--- src/rtl/i2c_bm_pkg.sv ---
package i2c_bm_pkg;
  typedef enum logic [3:0] {
    PH_IDLE,
    PH_RS_LOW,
    PH_RS_HIGH,
    PH_START,
    PH_BIT_LOW,
    PH_BIT_HIGH,
    PH_STOP_LOW,
    PH_STOP_HIGH,
    PH_STOP_FREE
  } phase_e;

  localparam int CMD_START = 10;
  localparam int CMD_STOP  = 9;
  localparam int CMD_NACK  = 8;
  localparam int STS_NACKED = 11;
  localparam int STS_LOST   = 9;

  localparam logic [1:0] ADDR_CMD = 2'd0;
  localparam logic [1:0] ADDR_STS = 2'd1;
  localparam logic [1:0] ADDR_CLK = 2'd2;
  localparam logic [1:0] ADDR_CTL = 2'd3;
endpackage

--- src/rtl/i2c_bm_timer.sv ---
module i2c_bm_timer #(
  parameter int CNT_W = 16
) (
  input  logic             clk,
  input  logic             rst_n,
  input  logic             clr,
  input  logic             load,
  input  logic [CNT_W-1:0] len,
  output logic             last
);
  logic [CNT_W-1:0] cnt;

  always_ff @(posedge clk or negedge rst_n) begin
    if (!rst_n)          cnt <= '0;
    else if (clr)        cnt <= '0;
    else if (load)       cnt <= len - 1'b1;
    else if (cnt != '0)  cnt <= cnt - 1'b1;
  end

  assign last = (cnt == '0);

  AST_TIMER_COUNTS_DOWN: assert property (@(posedge clk) disable iff (!rst_n)
    (!clr && !load && !last) |=> (cnt < $past(cnt)));
endmodule

--- src/rtl/i2c_bm_shift.sv ---
module i2c_bm_shift #(
  parameter int BYTE_W = 8
) (
  input  logic              clk,
  input  logic              rst_n,
  input  logic              load,
  input  logic [BYTE_W-1:0] din,
  input  logic              step,
  input  logic              sin,
  output logic              tx_msb,
  output logic [BYTE_W-1:0] rx
);
  logic [BYTE_W-1:0] tx;

  always_ff @(posedge clk or negedge rst_n) begin
    if (!rst_n) begin
      tx <= '0;
      rx <= '0;
    end else if (load) begin
      tx <= din;
    end else if (step) begin
      tx <= {tx[BYTE_W-2:0], 1'b0};
      rx <= {rx[BYTE_W-2:0], sin};
    end
  end

  assign tx_msb = tx[BYTE_W-1];
endmodule

--- src/rtl/i2c_bm_engine.sv ---
module i2c_bm_engine
  import i2c_bm_pkg::*;
#(
  parameter int CNT_W  = 16,
  parameter int BYTE_W = 8
) (
  input  logic              clk,
  input  logic              rst_n,
  input  logic              run,
  input  logic              go,
  input  logic              cmd_start,
  input  logic              cmd_stop,
  input  logic              cmd_nack,
  input  logic [BYTE_W-1:0] cmd_byte,
  input  logic [CNT_W-1:0]  len_low,
  input  logic [CNT_W-1:0]  len_high,
  input  logic              sda_in,
  output logic              scl_drv,
  output logic              sda_drv,
  output logic              irq,
  output logic              nacked,
  output logic              lost_flag,
  output logic              busy,
  output logic [BYTE_W-1:0] rx_byte
);
  localparam int IDX_W = $clog2(BYTE_W + 1);
  localparam logic [IDX_W-1:0] ACK_IDX = IDX_W'(BYTE_W);

  phase_e           state, nxt;
  logic [CNT_W-1:0] nxt_len;
  logic             ld, finish, lose, last, held;
  logic             start_q, stop_q, nack_q, rd_mode;
  logic [IDX_W-1:0] bitn;
  logic             tx_msb, step, accept;
  logic             data_slot, rd_eff, bit_low, arb_check;

  assign accept    = (state == PH_IDLE) && go && run;
  assign data_slot = (bitn != ACK_IDX);
  assign rd_eff    = rd_mode & ~start_q;
  assign bit_low   = data_slot ? (~rd_eff & ~tx_msb) : ~nack_q;
  assign arb_check = data_slot & ~rd_eff & tx_msb;
  assign step      = (state == PH_BIT_HIGH) && last && data_slot;

  always_comb begin
    nxt     = state;
    nxt_len = len_low;
    ld      = 1'b0;
    finish  = 1'b0;
    lose    = 1'b0;
    case (state)
      PH_IDLE: if (go) begin
        ld = 1'b1;
        if (cmd_start) begin
          if (held) nxt = PH_RS_LOW;
          else begin nxt = PH_START; nxt_len = len_high; end
        end else if (cmd_stop) nxt = PH_STOP_LOW;
        else                   nxt = PH_BIT_LOW;
      end
      PH_RS_LOW:    if (last) begin nxt = PH_RS_HIGH;   nxt_len = len_high; ld = 1'b1; end
      PH_RS_HIGH:   if (last) begin nxt = PH_START;     nxt_len = len_high; ld = 1'b1; end
      PH_START:     if (last) begin nxt = PH_BIT_LOW;                       ld = 1'b1; end
      PH_BIT_LOW:   if (last) begin nxt = PH_BIT_HIGH;  nxt_len = len_high; ld = 1'b1; end
      PH_BIT_HIGH: if (last) begin
        if (arb_check && !sda_in) begin
          nxt = PH_IDLE; lose = 1'b1; finish = 1'b1;
        end else if (!data_slot) begin
          if (stop_q) begin nxt = PH_STOP_LOW; ld = 1'b1; end
          else begin nxt = PH_IDLE; finish = 1'b1; end
        end else begin
          nxt = PH_BIT_LOW; ld = 1'b1;
        end
      end
      PH_STOP_LOW:  if (last) begin nxt = PH_STOP_HIGH; nxt_len = len_high; ld = 1'b1; end
      PH_STOP_HIGH: if (last) begin nxt = PH_STOP_FREE; nxt_len = len_high; ld = 1'b1; end
      PH_STOP_FREE: if (last) begin nxt = PH_IDLE; finish = 1'b1; end
      default:      nxt = PH_IDLE;
    endcase
  end

  i2c_bm_timer #(.CNT_W(CNT_W)) u_timer (
    .clk  (clk),
    .rst_n(rst_n),
    .clr  (!run),
    .load (ld && run),
    .len  (nxt_len),
    .last (last)
  );

  i2c_bm_shift #(.BYTE_W(BYTE_W)) u_shift (
    .clk   (clk),
    .rst_n (rst_n),
    .load  (accept),
    .din   (cmd_byte),
    .step  (step && run),
    .sin   (sda_in),
    .tx_msb(tx_msb),
    .rx    (rx_byte)
  );

  always_ff @(posedge clk or negedge rst_n) begin
    if (!rst_n) begin
      state     <= PH_IDLE;
      held      <= 1'b0;
      irq       <= 1'b0;
      start_q   <= 1'b0;
      stop_q    <= 1'b0;
      nack_q    <= 1'b0;
      rd_mode   <= 1'b0;
      bitn      <= '0;
      nacked    <= 1'b0;
      lost_flag <= 1'b0;
    end else if (!run) begin
      state <= PH_IDLE;
      held  <= 1'b0;
      irq   <= 1'b0;
    end else begin
      state <= nxt;
      irq   <= finish;
      if (accept) begin
        start_q   <= cmd_start;
        stop_q    <= cmd_stop;
        nack_q    <= cmd_nack;
        lost_flag <= 1'b0;
        bitn      <= '0;
        if (cmd_start) rd_mode <= cmd_byte[0];
      end
      if (state == PH_BIT_HIGH && last) begin
        if (!data_slot) nacked <= sda_in;
        else            bitn   <= bitn + 1'b1;
      end
      if (lose) begin
        lost_flag <= 1'b1;
        held      <= 1'b0;
      end else if (finish) begin
        held <= (state == PH_BIT_HIGH);
      end
    end
  end

  assign scl_drv = (state inside {PH_RS_LOW, PH_BIT_LOW, PH_STOP_LOW}) ||
                   (state == PH_IDLE && held);
  assign sda_drv = (state inside {PH_START, PH_STOP_LOW, PH_STOP_HIGH}) ||
                   ((state inside {PH_BIT_LOW, PH_BIT_HIGH}) && bit_low);
  assign busy    = (state != PH_IDLE);

  AST_IRQ_ONE_CYCLE: assert property (@(posedge clk) disable iff (!rst_n)
    irq |=> !irq);
  AST_SDA_STEADY_HIGH: assert property (@(posedge clk) disable iff (!rst_n)
    (state == PH_BIT_HIGH && !last && run) |=> $stable(sda_drv));
  AST_LOSS_RELEASES: assert property (@(posedge clk) disable iff (!rst_n)
    (lose && run) |=> (!scl_drv && !sda_drv));
  AST_BUSY_IGNORE: assert property (@(posedge clk) disable iff (!rst_n)
    (busy && go && run) |=> ($stable(start_q) && $stable(stop_q) && $stable(nack_q)));
endmodule

--- src/rtl/i2c_byte_master.sv ---
module i2c_byte_master
  import i2c_bm_pkg::*;
#(
  parameter int CNT_W       = 16,
  parameter int DEF_PERIOD  = 250,
  parameter int DEF_HIGH    = 125
) (
  input  logic        clk,
  input  logic        rst_n,
  input  logic        reg_wr,
  input  logic [1:0]  reg_addr,
  input  logic [31:0] reg_wdata,
  output logic [31:0] reg_rdata,
  input  logic        sda_in,
  output logic        scl_oe,
  output logic        sda_oe,
  output logic        irq
);
  localparam int BYTE_W = 8;
  localparam logic [31:0] CLK_RST = {16'(DEF_HIGH), 16'(DEF_PERIOD)};

  logic [31:0]       cmd_q, clk_q;
  logic [1:0]        ctl_q;
  logic              run, go;
  logic [CNT_W-1:0]  len_high, len_low;
  logic              scl_drv, sda_drv, nacked, lost_flag, eng_busy;
  logic [BYTE_W-1:0] rx_byte;

  always_ff @(posedge clk or negedge rst_n) begin
    if (!rst_n) begin
      cmd_q <= '0;
      clk_q <= CLK_RST;
      ctl_q <= '0;
    end else if (reg_wr) begin
      case (reg_addr)
        ADDR_CMD: cmd_q <= reg_wdata;
        ADDR_CLK: clk_q <= reg_wdata;
        ADDR_CTL: ctl_q <= reg_wdata[1:0];
        default:  ;
      endcase
    end
  end

  assign run      = &ctl_q;
  assign go       = reg_wr && (reg_addr == ADDR_CMD);
  assign len_high = clk_q[16 +: CNT_W];
  assign len_low  = clk_q[CNT_W-1:0] - len_high;

  i2c_bm_engine #(.CNT_W(CNT_W), .BYTE_W(BYTE_W)) u_engine (
    .clk      (clk),
    .rst_n    (rst_n),
    .run      (run),
    .go       (go),
    .cmd_start(reg_wdata[CMD_START]),
    .cmd_stop (reg_wdata[CMD_STOP]),
    .cmd_nack (reg_wdata[CMD_NACK]),
    .cmd_byte (reg_wdata[BYTE_W-1:0]),
    .len_low  (len_low),
    .len_high (len_high),
    .sda_in   (sda_in),
    .scl_drv  (scl_drv),
    .sda_drv  (sda_drv),
    .irq      (irq),
    .nacked   (nacked),
    .lost_flag(lost_flag),
    .busy     (eng_busy),
    .rx_byte  (rx_byte)
  );

  assign scl_oe = run & scl_drv;
  assign sda_oe = run & sda_drv;

  always_comb begin
    case (reg_addr)
      ADDR_CMD: reg_rdata = cmd_q;
      ADDR_STS: reg_rdata = {20'b0, nacked, 1'b0, lost_flag, 1'b0, rx_byte};
      ADDR_CLK: reg_rdata = clk_q;
      default:  reg_rdata = {30'b0, ctl_q};
    endcase
  end

  AST_HALT_WHEN_OFF: assert property (@(posedge clk) disable iff (!rst_n)
    !run |=> !eng_busy);
endmodule

--- config.mk ---
export PLATFORM = sky130hd
export DESIGN_NAME = i2c_byte_master
export DESIGN_NICKNAME = d
export VERILOG_FILES = /design/src/rtl/i2c_bm_pkg.sv /design/src/rtl/i2c_bm_timer.sv /design/src/rtl/i2c_bm_shift.sv /design/src/rtl/i2c_bm_engine.sv /design/src/rtl/i2c_byte_master.sv
export SDC_FILE = /design/constraint.sdc
export NUM_CORES = 1
export LEC_CHECK = 0
export BUFFER_PORTS_ARGS = -buffer_cell sky130_fd_sc_hd__buf_2
export CAP_MARGIN = 15
export CORE_ASPECT_RATIO = 0.75
export CORE_MARGIN = 3
export CORE_UTILIZATION = 35
export DETAILED_ROUTE_END_ITERATION = 8
export HOLD_SLACK_MARGIN = 0.05
export PLACE_DENSITY = 0.63
export REMOVE_ABC_BUFFERS = 1
export SETUP_SLACK_MARGIN = 0.4
export SKIP_LAST_GASP = 1
export SLEW_MARGIN = 20
export SYNTH_ARGS = -nofsm -noshare
export SYNTH_HDL_FRONTEND = slang
export SYNTH_SLANG_ARGS = --single-unit
--- constraint.sdc ---
create_clock -name clk -period 7.76 [get_ports clk]
set_input_delay 0.388 -clock clk [delete_from_list [all_inputs] [get_ports clk]]
set_output_delay 0.388 -clock clk [all_outputs]
set_load 0.005 [all_outputs]
# [Word level (Yosys, flattened, before mapping)]
# Index checks and enable logic that the tools add are counted.
[word_totals] register_bits=114 latchBits=0 ram_bits=0 rom_bits=0 in_bits=38 wordCells=142 n_memories=0
[classes] n_addsub=4 n_mul=0 n_div=0 order_cmp=0 n_eq_ne=23 shifts=0 muxes=53 n_bitwise=12 n_reduce_logical=34
[ops] operator="2-to-1 mux 16 bit" n=7
[ops] operator="case mux 32 bit (3 select lines)" n=1
[ops] operator="2-to-1 mux 4 bit" n=15
[ops] operator="case mux 4 bit (9 select lines)" n=1
[ops] operator="case mux 16 bit (2 select lines)" n=1
[ops] operator="subtractor 16 x 1 -> 16 bit (second input constant)" n=2
[ops] operator="!= test 3 x 2 -> 1 bit (second input constant)" n=9
[ops] operator="2-to-1 mux 1 bit" n=20
[ops] operator="== test 4 x 3 -> 1 bit (second input constant)" n=4
[ops] operator="zero test 16 bit" n=1
[ops] operator="2-to-1 mux 8 bit" n=2
[ops] operator="nonzero test 16 bit" n=1
[ops] operator="subtractor 16 bit" n=1
[ops] operator="logical AND 1 bit" n=10
[ops] operator="AND reduction 2 bit" n=5
[ops] operator="AND reduction 9 bit" n=1
[ops] operator="== test 4 x 2 -> 1 bit (second input constant)" n=2
[ops] operator="AND reduction 4 bit" n=2
[ops] operator="AND 1 bit" n=6
[ops] operator="2-to-1 mux 3 bit" n=2
[ops] operator="!= test 3 x 1 -> 1 bit (second input constant)" n=2
[ops] operator="inverter 1 bit" n=6
[ops] operator="AND reduction 3 bit" n=2
[ops] operator="nonzero test 2 bit" n=3
[ops] operator="other kinds (16)" n=20

# [Logic depth before layout (Yosys ltp)]
[logic_depth] word_depth=12 ltp_mapped=15 mapped_depth_nobuf=14

# [By module]
# Synthesis repeated with hierarchy kept, for this count alone.
[unflattened] cells_unflattened=655 area_unflattened_um2=7080.5
[by_module_without_submodules] mod="i2c_byte_master" n_inst=1 cells_each=348 area_per_inst_um2=3911.3 seq_area_each_um2=1666.6
[by_module_without_submodules] mod="i2c_bm_engine" n_inst=1 cells_each=132 area_per_inst_um2=1307.5 seq_area_each_um2=400.4
[by_module_without_submodules] mod="i2c_bm_timer" n_inst=1 cells_each=123 area_per_inst_um2=1153.6 seq_area_each_um2=400.4
[by_module_without_submodules] mod="i2c_bm_shift" n_inst=1 cells_each=52 area_per_inst_um2=708.2 seq_area_each_um2=400.4

# [Least setup slack after synthesis]
# Ideal clock, no wire load.
[synth_path] kind="register to register" startpoint="register clk_q[20]" endpoint="register u_engine.u_timer.cnt[15]" arrival_time_ps=3031 setup_slack_ps=4564 path_stages_with_launch=14 path_buffers=1 path_cell_list="dfstp_2 -> inv_1 -> ha_1 -> buf_2 -> a2111o_1 -> a31o_2 -> a2111oi_2 -> o21ai_0 -> nor4b_1 -> a221oi_2 -> nand4_1 -> nor3_2 -> a31o_2 -> a21oi_1"
[synth_via] elab_chain_len=8 elab_cells_between_ends=9
[synth_rtl] item="from (decl)" line="i2c_byte_master.sv:22" text="logic [31:0] cmd_q, clk_q;"
[synth_rtl] item="from (signal assigned)" line="i2c_byte_master.sv:37" text="ADDR_CLK: clk_q <= reg_wdata;"
[synth_rtl] item="subtractor 16 bit" line="i2c_byte_master.sv:47" text="assign len_low = clk_q[CNT_W-1:0] - len_high;"
[synth_rtl] item="2-to-1 mux 16 bit" line="i2c_bm_engine.sv:54" text="if (held) nxt = PH_RS_LOW;"
[synth_rtl] item="2-to-1 mux 16 bit" line="i2c_bm_engine.sv:53" text="if (cmd_start) begin"
[synth_rtl] item="2-to-1 mux 16 bit" line="i2c_bm_engine.sv:51" text="PH_IDLE: if (go) begin"
[synth_rtl] item="case mux 16 bit (2 select lines) *" line="i2c_bm_engine.sv:50" text="case (state)"
[synth_rtl] item="subtractor 16 x 1 -> 16 bit *" line="i2c_bm_timer.sv:16" text="else if (load) cnt <= len - 1'b1;"
[synth_rtl] item="2-to-1 mux 16 bit *" line="i2c_bm_timer.sv:16"
[synth_rtl] item="2-to-1 mux 16 bit *" line="i2c_bm_timer.sv:15" text="else if (clr) cnt <= '0;"
[synth_rtl] item="to (signal assigned)" line="i2c_bm_timer.sv:16"
[synth_rtl] item="to (signal assigned)" line="i2c_bm_timer.sv:17" text="else if (cnt != '0) cnt <= cnt - 1'b1;"
[synth_rtl] item="to (decl)" line="i2c_bm_timer.sv:11" text="logic [CNT_W-1:0] cnt;"
# Mark *: on every way between the ends. The rest lies on a longest branch, timed or not.
# A chain may end at the register's enable or synchronous reset.

# [Worst setup path in the final report]
[layout_path] startpoint="register clk_q[16]" endpoint="register u_engine.u_timer.cnt[15]"
# The elaborated chain is that of the path after synthesis.

==> impl_metrics.ini <==
[status]
status = finished, final reports clean

[die]
die_area_um2 = 20800
num_rows = 43
die_w_um = 166
die_h_um = 126
coreArea_um2 = 18600
io_pins = 73
start_util_pct = 35.9

[sta]
setup_viol = 0
fin_skew_ns = 0.0138
finalHoldViolCount = 0
fin_crit_sh_pct = 46.4
tightestPinTransition_ns = 0.868
fin_crit_ns = 3.60
fmax_ghz = 0.278
relSlewSlack_pct = 42.2
rsz0062_at_grt = false
tns_ns = 0
drv_slew = 0

[power]
p_switching_w = 0.000973
p_leak_nw = 3.73
power_density_nw_per_um2 = 339
pwr-share-comb_pct = 37.7
power.internal_w = 0.00170
p_clk_share_pct = 30.4
seq_power_share_pct = 31.9
worst_ir_drop_vdd_mv = 0.164
swShare_pct = 36.4
power_w = 0.00267

[clock_network]
root_buffer = clkbuf_16
ctsHoldBuffers = 0
clock-sinks = 114
cts_tree = done
worstSkewPairLatency_ns = 0.42
clk_pin_slew_ns = 0.06
htree_num_levels = 4
cts_buffer_depth = 2
cts_buffers = 17
post_cts_buffers = 0
cts-resized-gates = 0

[critical_path]
critPathKind = flop to flop
critPathLaunchType = flop
cpMostUsedCell = nand4_1
cp_num_buf_inv = 1
cpLargestDelayFamily = compound AO/OA/AOI/OAI gates
critPathRequiredTime_ns = 8.10
cp_slowest_stage_delay_ns = 0.58
path_max_fanout = 5
critPathArrivalTime_ns = 3.94
worstSetupEndpointType = flop
cp_slowest_cell = dfstp_2
path_cells = ha_1 -> inv_1 -> fa_1 -> a21o_1 -> a31o_2 -> a2111oi_2 -> o21ai_0 -> nor4b_1 -> a221oi_2 -> nand4_1 -> nor3_2 -> nand4_1 -> a21oi_1

[layout]
syn_to_final_growth_pct = 18.0
final_util_pct = 42.4
drive_above_1_share_pct = 24.2
antenna_cells = 0
final_nets = 838

[logic_synthesis]
synth_area_per_cell_um2 = 9.33
ys_types = 69
ys_top_cells_by_area = dfrtp_1 38%, nand2_1 8.0%, mux2_2 7.7%, mux2i_1 4.8%, dfstp_2 4.7%
yosysWarnings = 0
synth_area_um2 = 6690
synth_edf_count = 0
synth_seq_cells = 114
synth_common_cells = 142 x nand2_1, 102 x dfrtp_1, 57 x nor2_1, 46 x mux2_2, 39 x o21ai_0
synth_top_cell_by_area = dfrtp_1
ys_seq_area_share_pct = 42.9
yosysMostFrequentCell = nand2_1
ys_async_sr_fraction_pct = 100
netlist.area_leader.share_pct = 38.2
synth_top_flop_cell = dfrtp_1
synthCells = 717

[grt]
first_global_vias = 5343
gr-usage-all-layers_pct = 17.2
antenna_found_initial = 0
overflow = 0
grt_pass1_wl_um = 28800
grt_max_degree = 65

[route]
totalWireLength_um = 17400
drc_errors = 0
drtPass1Iterations = 5
viasPerCell = 5.25
vias = 5464
wl_per_cell_um = 16.7
dr.first_iter.drc_count = 371
ant_nets = 0

[placement]
gp_congestion = 0.905
portBuffers = 72
place_hpwl_um = 12200

[job]
maxCapViolations = 0

[min_path]
hp-class = input pin to async pin
==> sequential cells by signal, summed over array words and instances (netlist names), 2 cells and up <==
| name | count |
|---|---|
| clk_q | 32 |
| cmd_q | 32 |
| ctl_q | 2 |
| u_engine.bitn | 4 |
| u_engine.state | 4 |
| u_engine.u_shift.rx | 8 |
| u_engine.u_shift.tx | 8 |
| u_engine.u_timer.cnt | 16 |
==> cells in the final DEF (no fill, tap or decap), drive strengths merged, types with 7 or more instances in the layout <==
| cell type | synthesis | layout |
|---|---|---|
| nand2 | 142 | 142 |
| dfrtp | 102 | 102 |
| buf | 9 | 79 |
| nor2 | 59 | 59 |
| mux2 | 46 | 46 |
| o21ai | 40 | 40 |
| a21oi | 35 | 35 |
| mux2i | 33 | 33 |
| inv | 26 | 26 |
| clkbuf | 25 | 23 |
| ha | 18 | 18 |
| nor3 | 16 | 16 |
| xor2 | 13 | 13 |
| dfstp | 12 | 12 |
| nand3 | 11 | 11 |
| nor2b | 8 | 8 |
| xnor2 | 8 | 8 |
| a21o | 7 | 7 |
| a211oi | 7 | 7 |
| o31ai | 7 | 7 |
| a22oi | 7 | 7 |
==> per-layer routing <==
layer / vias up / GRT usage (%) / part of all wire [%]
met2: 159 / 24.4 / 42
met5: - / 0 / 0
li1: 2655 / - / -
met1: 2632 / 25.9 / 51
met4: 0 / 6.06 / 1.7
met3: 18 / 3.51 / 5.4
==> stage by stage <==
stage / instances / hold slack [ns] / setup slack, ns / cell area [µm²]
6_report: 1041 / 0.0929 / 4.16 / 7890
5_1_grt: 1041 / 0.164 / 3.88 / 7890
4_1_cts: 1041 / 0.121 / 4.18 / 7890
3_5_place_dp: 1009 / 0.461 / 3.92 / 7280
3_3_place_gp: 1009 / 0.457 / 4.03 / 7280
2_1_floorplan: 683 / 0.0924 / 4.10 / 6540
==> cells by family (layout without fill, tap and decap cells) <==
| group | Yosys count | in the layout | synth area share [%] |
|---|---|---|---|
| compound gates | 145 | 145 | 14.7 |
| xor+xnor | 21 | 21 | 2.75 |
| fa+ha+maj | 19 | 19 | 3.67 |
| buf+inv | 60 | 137 | 3.70 |
| flops | 114 | 114 | 42.9 |
| mux | 81 | 81 | 13.5 |
| simple gates | 277 | 277 | 18.8 |
==> worst paths after layout <==
check	start	cells past startpoint	end	slack [ns]
setup / recovery	clk_q[16]	13	u_engine.u_timer.cnt[15]	4.16
hold / removal	rst_n	1	cmd_q[15]	0.09
setup reg to reg	clk_q[16]	13	u_engine.u_timer.cnt[15]	4.16
hold reg to reg	cmd_q[14]	2	cmd_q[14]	0.47
max in group asynchronous	rst_n	2	clk_q[24]	6.50
min in group clk	reg_wdata[29]	3	cmd_q[29]	0.17
==> power by group through the flow <==
stage	registers [W]	logic, W	clock network [W]
finish	0.000852	0.00101	0.000812
CTS	0.000851	0.000999	0.000832
detailed placement	0.000856	0.000994	0
global placement	0.000859	0.000987	0
floorplan	0.000817	0.000765	0
global route	0.000869	0.00114	0.000860
==> area by class of cell <==
class,instances,area [µm²]
Clock inverter,9,129
Inverter,26,97.6
Clock buffer,23,488
Tap cell,247,309
Multi-Input combinational cell,543,3590
Sequential cell,114,2870
Timing Repair Buffer,79,415
Fill cell,1859,10700
Power figures use the tool's default switching activity.
